==> config.mk <==
export PLATFORM = sky130hd
export DESIGN_NAME = sd_cmd_engine
export DESIGN_NICKNAME = d
export VERILOG_FILES = /design/src/rtl/sd_cmd_pkg.sv /design/src/rtl/sd_crc7.sv /design/src/rtl/sd_cmd_tx_shift.sv /design/src/rtl/sd_cmd_rx_capture.sv /design/src/rtl/sd_cmd_engine.sv
export SDC_FILE = /design/constraint.sdc
export NUM_CORES = 1
export LEC_CHECK = 0
export CAP_MARGIN = 20
export CELL_PAD_IN_SITES_DETAIL_PLACEMENT = 1
export CELL_PAD_IN_SITES_GLOBAL_PLACEMENT = 1
export CORE_MARGIN = 4
export CORE_UTILIZATION = 51
export DETAILED_ROUTE_END_ITERATION = 8
export DONT_BUFFER_PORTS = 1
export PLACE_DENSITY_LB_ADDON = 0.1
export RECOVER_POWER = 25
export SLEW_MARGIN = 20
export SYNTH_ARGS = -nofsm -noshare
export SYNTH_HDL_FRONTEND = slang
export SYNTH_HIERARCHICAL = 1
export SYNTH_SLANG_ARGS = --single-unit
==> constraint.sdc <==
create_clock -name clk -period 5.4 [get_ports clk]
set_clock_uncertainty 0.15 [all_clocks]
set_input_delay 0.81 -clock clk [delete_from_list [all_inputs] [get_ports clk]]
set_output_delay 0.81 -clock clk [all_outputs]
set_load 0.05 [all_outputs]
==> src/rtl/sd_cmd_pkg.sv <==
package sd_cmd_pkg;

    typedef enum logic [2:0] {
        ST_IDLE,
        ST_SEND,
        ST_LISTEN,
        ST_CAPTURE,
        ST_DONE,
        ST_EXPIRED
    } sd_state_e;

    typedef enum logic [1:0] {
        RSP_NONE     = 2'b00,
        RSP_SHORT    = 2'b01,
        RSP_LONG     = 2'b10,
        RSP_LONG_ALT = 2'b11
    } rsp_kind_e;

    // x^7 + x^3 + 1 without the x^7 term
    localparam logic [6:0] CRC7_POLY = 7'h09;

endpackage

==> src/rtl/sd_crc7.sv <==
module sd_crc7 #(
    parameter int               CRC_W = 7,
    parameter logic [CRC_W-1:0] POLY  = 7'h09
) (
    input  logic clk,
    input  logic rst_n,
    input  logic clear,
    input  logic step,
    input  logic shift,
    input  logic din,
    output logic crc_msb
);

    logic [CRC_W-1:0] crc_q;

    always_ff @(posedge clk) begin
        if (!rst_n) begin
            crc_q <= '0;
        end else if (clear) begin
            crc_q <= '0;
        end else if (step) begin
            crc_q <= {crc_q[CRC_W-2:0], 1'b0} ^ ((din ^ crc_q[CRC_W-1]) ? POLY : '0);
        end else if (shift) begin
            crc_q <= {crc_q[CRC_W-2:0], 1'b0};
        end
    end

    assign crc_msb = crc_q[CRC_W-1];


    crc_clear_zero_chk: assert property (@(posedge clk) disable iff (!rst_n)
        clear |=> (crc_q == '0));


    crc_mode_excl_chk: assert property (@(posedge clk) disable iff (!rst_n)
        !(step && shift));

endmodule

==> src/rtl/sd_cmd_tx_shift.sv <==
module sd_cmd_tx_shift #(
    parameter int TOKEN_W = 48
) (
    input  logic               clk,
    input  logic               rst_n,
    input  logic               load,
    input  logic [TOKEN_W-1:0] load_val,
    input  logic               shift,
    output logic               msb
);

    logic [TOKEN_W-1:0] sh_q;

    always_ff @(posedge clk) begin
        if (!rst_n) begin
            sh_q <= '1;
        end else if (load) begin
            sh_q <= load_val;
        end else if (shift) begin
            sh_q <= {sh_q[TOKEN_W-2:0], 1'b1};
        end
    end

    assign msb = sh_q[TOKEN_W-1];


    tx_load_shift_excl_chk: assert property (@(posedge clk) disable iff (!rst_n)
        !(load && shift));

endmodule

==> src/rtl/sd_cmd_rx_capture.sv <==
module sd_cmd_rx_capture #(
    parameter int LONG_W = 136
) (
    input  logic              clk,
    input  logic              rst_n,
    input  logic              clear,
    input  logic              shift,
    input  logic              din,
    output logic [LONG_W-1:0] data
);

    logic [LONG_W-1:0] cap_q;

    always_ff @(posedge clk) begin
        if (!rst_n) begin
            cap_q <= '0;
        end else if (clear) begin
            cap_q <= '0;
        end else if (shift) begin
            cap_q <= {cap_q[LONG_W-2:0], din};
        end
    end

    assign data = cap_q;


    rx_hold_chk: assert property (@(posedge clk) disable iff (!rst_n)
        (!clear && !shift) |=> $stable(cap_q));

endmodule

==> src/rtl/sd_cmd_engine.sv <==
module sd_cmd_engine
    import sd_cmd_pkg::*;
#(
    parameter int IDX_W          = 6,
    parameter int ARG_W          = 32,
    parameter int CRC_W          = 7,
    parameter int SHORT_W        = 48,
    parameter int LONG_W         = 136,
    parameter int TIMEOUT_CYCLES = 64
) (
    input  logic              clk,
    input  logic              rst_n,
    input  logic              req_valid,
    output logic              req_ready,
    input  logic [IDX_W-1:0]  req_index,
    input  logic [ARG_W-1:0]  req_arg,
    input  logic [1:0]        req_rsp,
    output logic              cmd_out,
    output logic              cmd_oe,
    input  logic              cmd_in,
    output logic              rsp_valid,
    output logic              rsp_timeout,
    output logic [LONG_W-1:0] rsp_data
);

    localparam int TOKEN_W   = 3 + IDX_W + ARG_W + CRC_W;
    localparam int PAYLOAD_W = TOKEN_W - CRC_W - 1;
    localparam int TX_CW     = $clog2(TOKEN_W);
    localparam int RX_CW     = $clog2(LONG_W);
    localparam int WAIT_CW   = $clog2(TIMEOUT_CYCLES);

    localparam logic [TX_CW-1:0]   TX_PAY_END  = TX_CW'(PAYLOAD_W);
    localparam logic [TX_CW-1:0]   TX_LAST     = TX_CW'(TOKEN_W - 1);
    localparam logic [RX_CW-1:0]   RX_SHORT_LAST = RX_CW'(SHORT_W - 1);
    localparam logic [RX_CW-1:0]   RX_LONG_LAST  = RX_CW'(LONG_W - 1);
    localparam logic [WAIT_CW-1:0] WAIT_LAST   = WAIT_CW'(TIMEOUT_CYCLES - 1);

    sd_state_e          state_q, state_nx;
    logic [TX_CW-1:0]   tx_cnt_q;
    logic [RX_CW-1:0]   rx_cnt_q;
    logic [WAIT_CW-1:0] wait_cnt_q;
    logic               none_q;
    logic               long_q;

    logic               accept;
    logic               in_send, in_listen, in_capture;
    logic               start_seen;
    logic               tx_msb, crc_msb;
    logic               crc_step, crc_shift;
    logic               rx_shift;
    logic [RX_CW-1:0]   rx_last;
    logic [TOKEN_W-1:0] frame;

    assign in_send    = (state_q == ST_SEND);
    assign in_listen  = (state_q == ST_LISTEN);
    assign in_capture = (state_q == ST_CAPTURE);
    assign accept     = req_valid && (state_q == ST_IDLE);
    assign start_seen = in_listen && !cmd_in;
    assign rx_last    = long_q ? RX_LONG_LAST : RX_SHORT_LAST;
    assign frame      = {2'b01, req_index, req_arg, {CRC_W{1'b0}}, 1'b1};

    assign crc_step  = in_send && (tx_cnt_q < TX_PAY_END);
    assign crc_shift = in_send && (tx_cnt_q >= TX_PAY_END) && (tx_cnt_q != TX_LAST);
    assign rx_shift  = start_seen || in_capture;

    // ---------------- state register ----------------
    always_ff @(posedge clk) begin
        if (!rst_n) begin
            state_q <= ST_IDLE;
        end else begin
            state_q <= state_nx;
        end
    end

    // ---------------- next state ----------------
    always_comb begin
        state_nx = state_q;
        unique case (state_q)
            ST_IDLE: begin
                if (accept) state_nx = ST_SEND;
            end
            ST_SEND: begin
                if (tx_cnt_q == TX_LAST) state_nx = none_q ? ST_DONE : ST_LISTEN;
            end
            ST_LISTEN: begin
                if (!cmd_in)                      state_nx = ST_CAPTURE;
                else if (wait_cnt_q == WAIT_LAST) state_nx = ST_EXPIRED;
            end
            ST_CAPTURE: begin
                if (rx_cnt_q == rx_last) state_nx = ST_DONE;
            end
            ST_DONE:    state_nx = ST_IDLE;
            ST_EXPIRED: state_nx = ST_IDLE;
            default:    state_nx = ST_IDLE;
        endcase
    end

    // ---------------- counters and request latch ----------------
    always_ff @(posedge clk) begin
        if (!rst_n) begin
            tx_cnt_q   <= '0;
            rx_cnt_q   <= '0;
            wait_cnt_q <= '0;
            none_q     <= 1'b0;
            long_q     <= 1'b0;
        end else begin
            if (accept) begin
                none_q <= (req_rsp == RSP_NONE);
                long_q <= req_rsp[1];
            end

            if (in_send) tx_cnt_q <= tx_cnt_q + 1'b1;
            else         tx_cnt_q <= '0;

            if (in_listen) wait_cnt_q <= wait_cnt_q + 1'b1;
            else           wait_cnt_q <= '0;

            if (start_seen)      rx_cnt_q <= RX_CW'(1);
            else if (in_capture) rx_cnt_q <= rx_cnt_q + 1'b1;
        end
    end

    // ---------------- datapath pieces ----------------
    sd_cmd_tx_shift #(
        .TOKEN_W (TOKEN_W)
    ) u_tx (
        .clk      (clk),
        .rst_n    (rst_n),
        .load     (accept),
        .load_val (frame),
        .shift    (in_send),
        .msb      (tx_msb)
    );

    sd_crc7 #(
        .CRC_W (CRC_W),
        .POLY  (CRC7_POLY)
    ) u_crc (
        .clk     (clk),
        .rst_n   (rst_n),
        .clear   (accept),
        .step    (crc_step),
        .shift   (crc_shift),
        .din     (tx_msb),
        .crc_msb (crc_msb)
    );

    sd_cmd_rx_capture #(
        .LONG_W (LONG_W)
    ) u_rx (
        .clk   (clk),
        .rst_n (rst_n),
        .clear (accept),
        .shift (rx_shift),
        .din   (cmd_in),
        .data  (rsp_data)
    );

    // ---------------- outputs ----------------
    always_comb begin
        req_ready   = 1'b0;
        cmd_oe      = 1'b0;
        cmd_out     = 1'b1;
        rsp_valid   = 1'b0;
        rsp_timeout = 1'b0;
        unique case (state_q)
            ST_IDLE: req_ready = 1'b1;
            ST_SEND: begin
                cmd_oe = 1'b1;
                if (tx_cnt_q < TX_PAY_END)  cmd_out = tx_msb;
                else if (tx_cnt_q != TX_LAST) cmd_out = crc_msb;
                else                          cmd_out = 1'b1;
            end
            ST_LISTEN:  ;
            ST_CAPTURE: ;
            ST_DONE:    rsp_valid   = 1'b1;
            ST_EXPIRED: rsp_timeout = 1'b1;
            default:    ;
        endcase
    end

    // ---------------- assertions ----------------

    accept_drops_ready_chk: assert property (@(posedge clk) disable iff (!rst_n)
        (req_valid && req_ready) |=> !req_ready);


    start_bit_low_chk: assert property (@(posedge clk) disable iff (!rst_n)
        (req_valid && req_ready) |=> (cmd_oe && !cmd_out));


    released_high_chk: assert property (@(posedge clk) disable iff (!rst_n)
        !cmd_oe |-> cmd_out);


    stop_bit_high_chk: assert property (@(posedge clk) disable iff (!rst_n)
        $fell(cmd_oe) |-> $past(cmd_out));


    report_exclusive_chk: assert property (@(posedge clk) disable iff (!rst_n)
        !(rsp_valid && rsp_timeout));


    report_then_ready_chk: assert property (@(posedge clk) disable iff (!rst_n)
        (rsp_valid || rsp_timeout) |=> (req_ready && !rsp_valid && !rsp_timeout));


    start_found_chk: assert property (@(posedge clk) disable iff (!rst_n)
        (in_listen && !cmd_in) |=> (state_q == ST_CAPTURE));


    timeout_idle_line_chk: assert property (@(posedge clk) disable iff (!rst_n)
        $rose(rsp_timeout) |-> $past(cmd_in));

endmodule

* After elaboration in Yosys (flattened, before gate mapping)
Index checks and enable logic that the tools add are counted.
Storage, ports and cells: bits in read-only memories 0, logic and storage cells 71, bits of input ports 44, output and inout port bits 141, latch bits 0, flip-flop bits (word level) 215, bits in writable memories 0, memories kept 0
Operators by class: reduce and logical (&&, ||, !) cells 17, muxes and demuxes 22, shift-type cells 0, equality and inequality tests 13, order comparisons 2, add/sub/neg operators 3, div/mod/pow operators 0, bitwise operators 3, $mul 0
Operator list (count):
- two-way mux 48 bit | 2
- two-way mux 3 bit | 6
- two-way mux 7 bit | 2
- adder 6 x 1 -> 6 bit, second input constant | 2
- equality test 6 bit, second input constant | 2
- case mux 3 bit (4 select lines) | 1
- two-way mux 1 bit | 9
- adder 8 x 1 -> 8 bit, second input constant | 1
- equality test 8 bit | 1
- two-way mux 8 bit | 1
- XOR 7 bit | 1
- equality test 3 x 2 -> 1 bit, second input constant | 2
- equality test 3 bit, second input constant | 2
- greater-or-equal comparator 6 bit, second input constant | 1
- less-than comparator 6 bit, second input constant | 1
- != test 6 bit, second input constant | 1
- nonzero test 2 bit | 3
- logical AND 1 bit | 5
- two-way mux 4 bit | 1
- != test 2 x 1 -> 1 bit, second input constant | 2
- AND reduction 2 bit | 2
- AND reduction 4 bit | 1
- OR reduction 2 bit | 2
- equality test 3 x 1 -> 1 bit, second input constant | 1
- 8 further kinds | 8

* Depth between registers and ports, before layout
word-level depth 5, mapped depth 9, mapped depth without buffers 7

* Cells and area by module
The synthesis kept the hierarchy.
By module, submodules not included:
- sd_cmd_rx_capture | area each 4795.8 um2, seq. area each 2722.6 um2, cells each 439, instances 1
- sd_cmd_tx_shift | area each 2250.9 um2, seq. area each 960.9 um2, cells each 214, instances 1
- sd_cmd_engine | area each 1282.5 um2, seq. area each 500.5 um2, cells each 141, instances 1
- sd_crc7 | area each 320.3 um2, seq. area each 140.1 um2, cells each 36, instances 1

* Worst setup path before layout
Ideal clock, no wire load.
kind register -> output, start point reg state_q[1], end point out cmd_out, data arrival time 1822 ps, cell stages (with the launch flop) 5, slack 2618 ps, buffers on the path 0, required time 4440 ps, cell sequence dfxtp_1 nor3b_2 o21ai_1 nor3_1 a21oi_1
Between the ends: cells in the longest elaborated chain, start to end 2
Ends and longest elaborated chain:
- from (decl) | line sd_cmd_engine.sv:38 | sd_state_e state_q, state_nx;
- from (signal assigned) | line sd_cmd_engine.sv:71 | state_q <= state_nx;
- equality test 3 x 1 -> 1 bit | line sd_cmd_engine.sv:166 | unique case (state_q)
- two-way mux 1 bit | line sd_cmd_engine.sv:166
- to (decl) | line sd_cmd_engine.sv:18 | output logic cmd_out,
Every way passes these cells.

* Final worst setup path
start point reg state_q[0], end point out cmd_out
Same word-level chain as after synthesis.

==> qor.yml <==
drcViolationCount: 0
syn_area_per_cell_um2: 10.4
cts_buffers: 23
end_kind: "output port"
met3_length_um: 1530
ys_seq_area_share_pct: 50.0
hp-start: "rst_n"
p_clk_share_pct: 42.9
drt_wl_total_um: 18300
firstDrtPassIters: 4
routed.top_layer: "met4"
p_per_area_mw_per_mm2: 380
r2r-start: "state_q[2]"
routabilityCongestion: 0.749
post-cts-setup-buffers: 0
synth_top_family_by_area: "multiplexers"
holdBufCountCts: 0
m1WireLength_um: 7440
clk_latency_ps: 480
fmax_mhz: 264
p_int_mw: 2.72
rows: 47
die_area_mm2: 0.0191
ant_nets: 0
ios: 185
cts_max_level: 1
numClockSinks: 216
area_growth_pct: 8.49
cts.clk_slew.worst_paths_ps: 60
via_per_inst: 5.39
cap_violations: 0
synth_top_area_cell: "dfxtp_1"
period_share_pct: 70.1
grt_usage_pct: 18.4
cts_resized: 0
wire_per_inst_um: 17.4
tns_ps: 0
drt_iter0_markers: 214
ys_seq_elements: 216
core-area_mm2: 0.0166
period_minus_slack_ps: 3790
cp_max_fo: 12
grt_max_degree: 138
netlist_top_cells_area: "dfxtp_1 50%, mux2i_1 21%, nor2_1 6.9%"
hold_end: "state_q[0]"
tightest_slew_ps: 995
cellLeakagePower_nw: 3.42
crit_type: "reg -> out"
synth_top_flop_cell: "dfxtp_1"
rrSetupSlack_ps: 1720
yosysUniqueCellTypes: 50
drive_above_1_share_pct: 6.51
reg2regPathDepth: 5
routed-wl-met2_um: 9040
synthAdderAreaFrac_pct: 0.579
fillers: 1785
hold_viol_final: 0
initial_core_util_pct: 52.2
setup_violations: 0
start_kind: "register"
async_reset_ff_share_pct: 0
yosys.area_share.xor_xnor_pct: 1.42
fp.dieH_um: 138
max_slew_margin_pct: 33.6
cts-root-buf: "clkbuf_16"
swShare_pct: 23.6
portBuffers: 0
synthCells: 830
ys_warn_count: 6
synth_compound_area_share_pct: 5.29
place_hpwl_um: 12200
grt_pass1_vias: 5737
status: "completed"
final_max_slew_viol_count: 0
antenna_found_initial: 1
power.switching_uw: 840
vias: 5657
syn_area_mm2: 0.00865
reg2reg_to: "u_rx/data[1]"
hp-class: "in -> reg"
synthSimpleGateAreaFrac_pct: 16.4
pre_cts_slack_ps: 1660
synth.top_cell.area_share_pct: 50.0
clock_path_buffers: 3
grt_remaining_overflow: 0
ir_worst_vdd_mv: 0.248
synthMuxAreaShare_pct: 21.4
synth_edf_count: 0
final_nets: 861
grt_pass1_wl_um: 30400
power_frac_seq_pct: 47.2
grt_setup_unrepaired: "no"
p_comb_share_pct: 9.9
worstHoldPathCells: 2
cts_tree: "built"
arrival_ps: 2830
layout_setup_ws_ps: 1610
crit_required_ps: 4440
die_w_um: 138
## Yosys cell counts (2+ instances only)
library cell / count
and4bb_1: 2
xnor2_1: 7
nand2b_1: 3
buf_2: 12
nand2_1: 21
buf_6: 6
and2_1: 2
mux2i_1: 185
buf_12: 3
clkbuf_1: 18
xor2_1: 7
a21oi_1: 55
nor3_1: 4
nand3_1: 8
nor2_1: 159
ha_1: 4
nor3b_2: 3
o21ai_1: 2
dfxtp_1: 216
nor2b_1: 5
and3b_1: 47
conb_1: 2
o21ai_0: 8
nor3b_1: 2
inv_1: 7
buf_4: 18
## through the flow
step	power [mW]	cells	cell area, um^2	util, %	hold slack (ps)
2_1_floorplan	2.05	838	8680	-	275
3_3_place_gp	2.06	1007	8650	52.2	287
3_5_place_dp	2.08	1008	8660	52.2	298
4_1_cts	3.62	1049	9400	56.7	248
5_1_grt	3.73	1050	9380	56.6	248
6_report	3.56	1050	9380	56.6	301
## cells by family after synthesis
logic type / count (synthesis)
AND/OR/NAND/NOR: 268
other: 2
XOR/XNOR: 14
adder cells (fa/ha/maj): 4
flip-flops: 216
multiplexers: 185
AO/OA/AOI/OAI: 77
buffers and inverters: 64
## cell type report
cell class,instances,area (um^2),share of cell area [%]
Timing Repair Buffer,7,65.1,0.693
Tap cell,220,275,2.93
Clock inverter,5,75.1,0.800
Clock buffer,36,664,7.08
Sequential cell,216,4320,46.1
Inverter,7,26.3,0.280
Multi-Input combinational cell,558,3950,42.1
Antenna cell,1,2.50,0.0267
## per-layer routing
layer	track usage, %	up-vias
li1	-	2801
met1	21.2	2713
met2	32.2	121
met3	7.15	22
met4	4.26	0
met5	0	-
## how the worst max path moves through the flow
stage,slack [ps],depth (start not counted),startpoint,end
2_1_floorplan,2620,4,state_q[1],cmd_out
5_1_grt,1230,5,state_q[0],cmd_out
4_1_cts,1630,5,state_q[2],u_rx/data[1]
3_5_place_dp,1660,5,state_q[1],u_rx/data[1]
3_3_place_gp,1790,5,state_q[2],u_rx/data[5]
6_report,1610,5,state_q[0],cmd_out
## power groups by stage
stage                     Clock (mW)  Combinational [mW]  Sequential (mW)
after floorplan                    0               0.349             1.70
after detailed placement           0               0.358             1.72
after global routing            1.65               0.389             1.69
after CTS                       1.58               0.359             1.68
after global placement             0               0.343             1.72
final                           1.53               0.353             1.68
## state kept, by name, summed over array words and instances (netlist names)
name / flops
state_q: 3
none_q: 1
u_crc/crc_q: 7
wait_cnt_q: 6
u_rx/data: 136
tx_cnt_q: 6
u_tx/sh_q: 48
long_q: 1
rx_cnt_q: 8
## layout by cell type (no fill, tap or decap), types with 2 or more instances in the layout
cell / n
dfxtp_1: 216
mux2i_1: 185
nor2_1: 159
a21oi_1: 55
and3b_1: 47
clkbuf_16: 23
nand2_1: 21
o21ai_0: 10
conb_1: 10
clkbuf_1: 9
nand3_1: 8
inv_1: 7
xnor2_1: 7
xor2_1: 7
buf_4: 6
nor2b_1: 4
nor3_1: 4
ha_1: 4
clkbuf_8: 4
clkinv_2: 3
and2_1: 2
nor3b_1: 2
nor3b_2: 2
nand2b_1: 2
and4bb_1: 2
bufinv_16: 2
nand2b_4: 2
## critical path, cell delays in order, from the launching register on
cell and delay (ps):
dfxtp_1 600, nor3b_1 710, o21ai_0 500, nor3_1 250, a21oi_1 70, buf_4 210
Note: power is estimated with default switching activity, not from simulation.
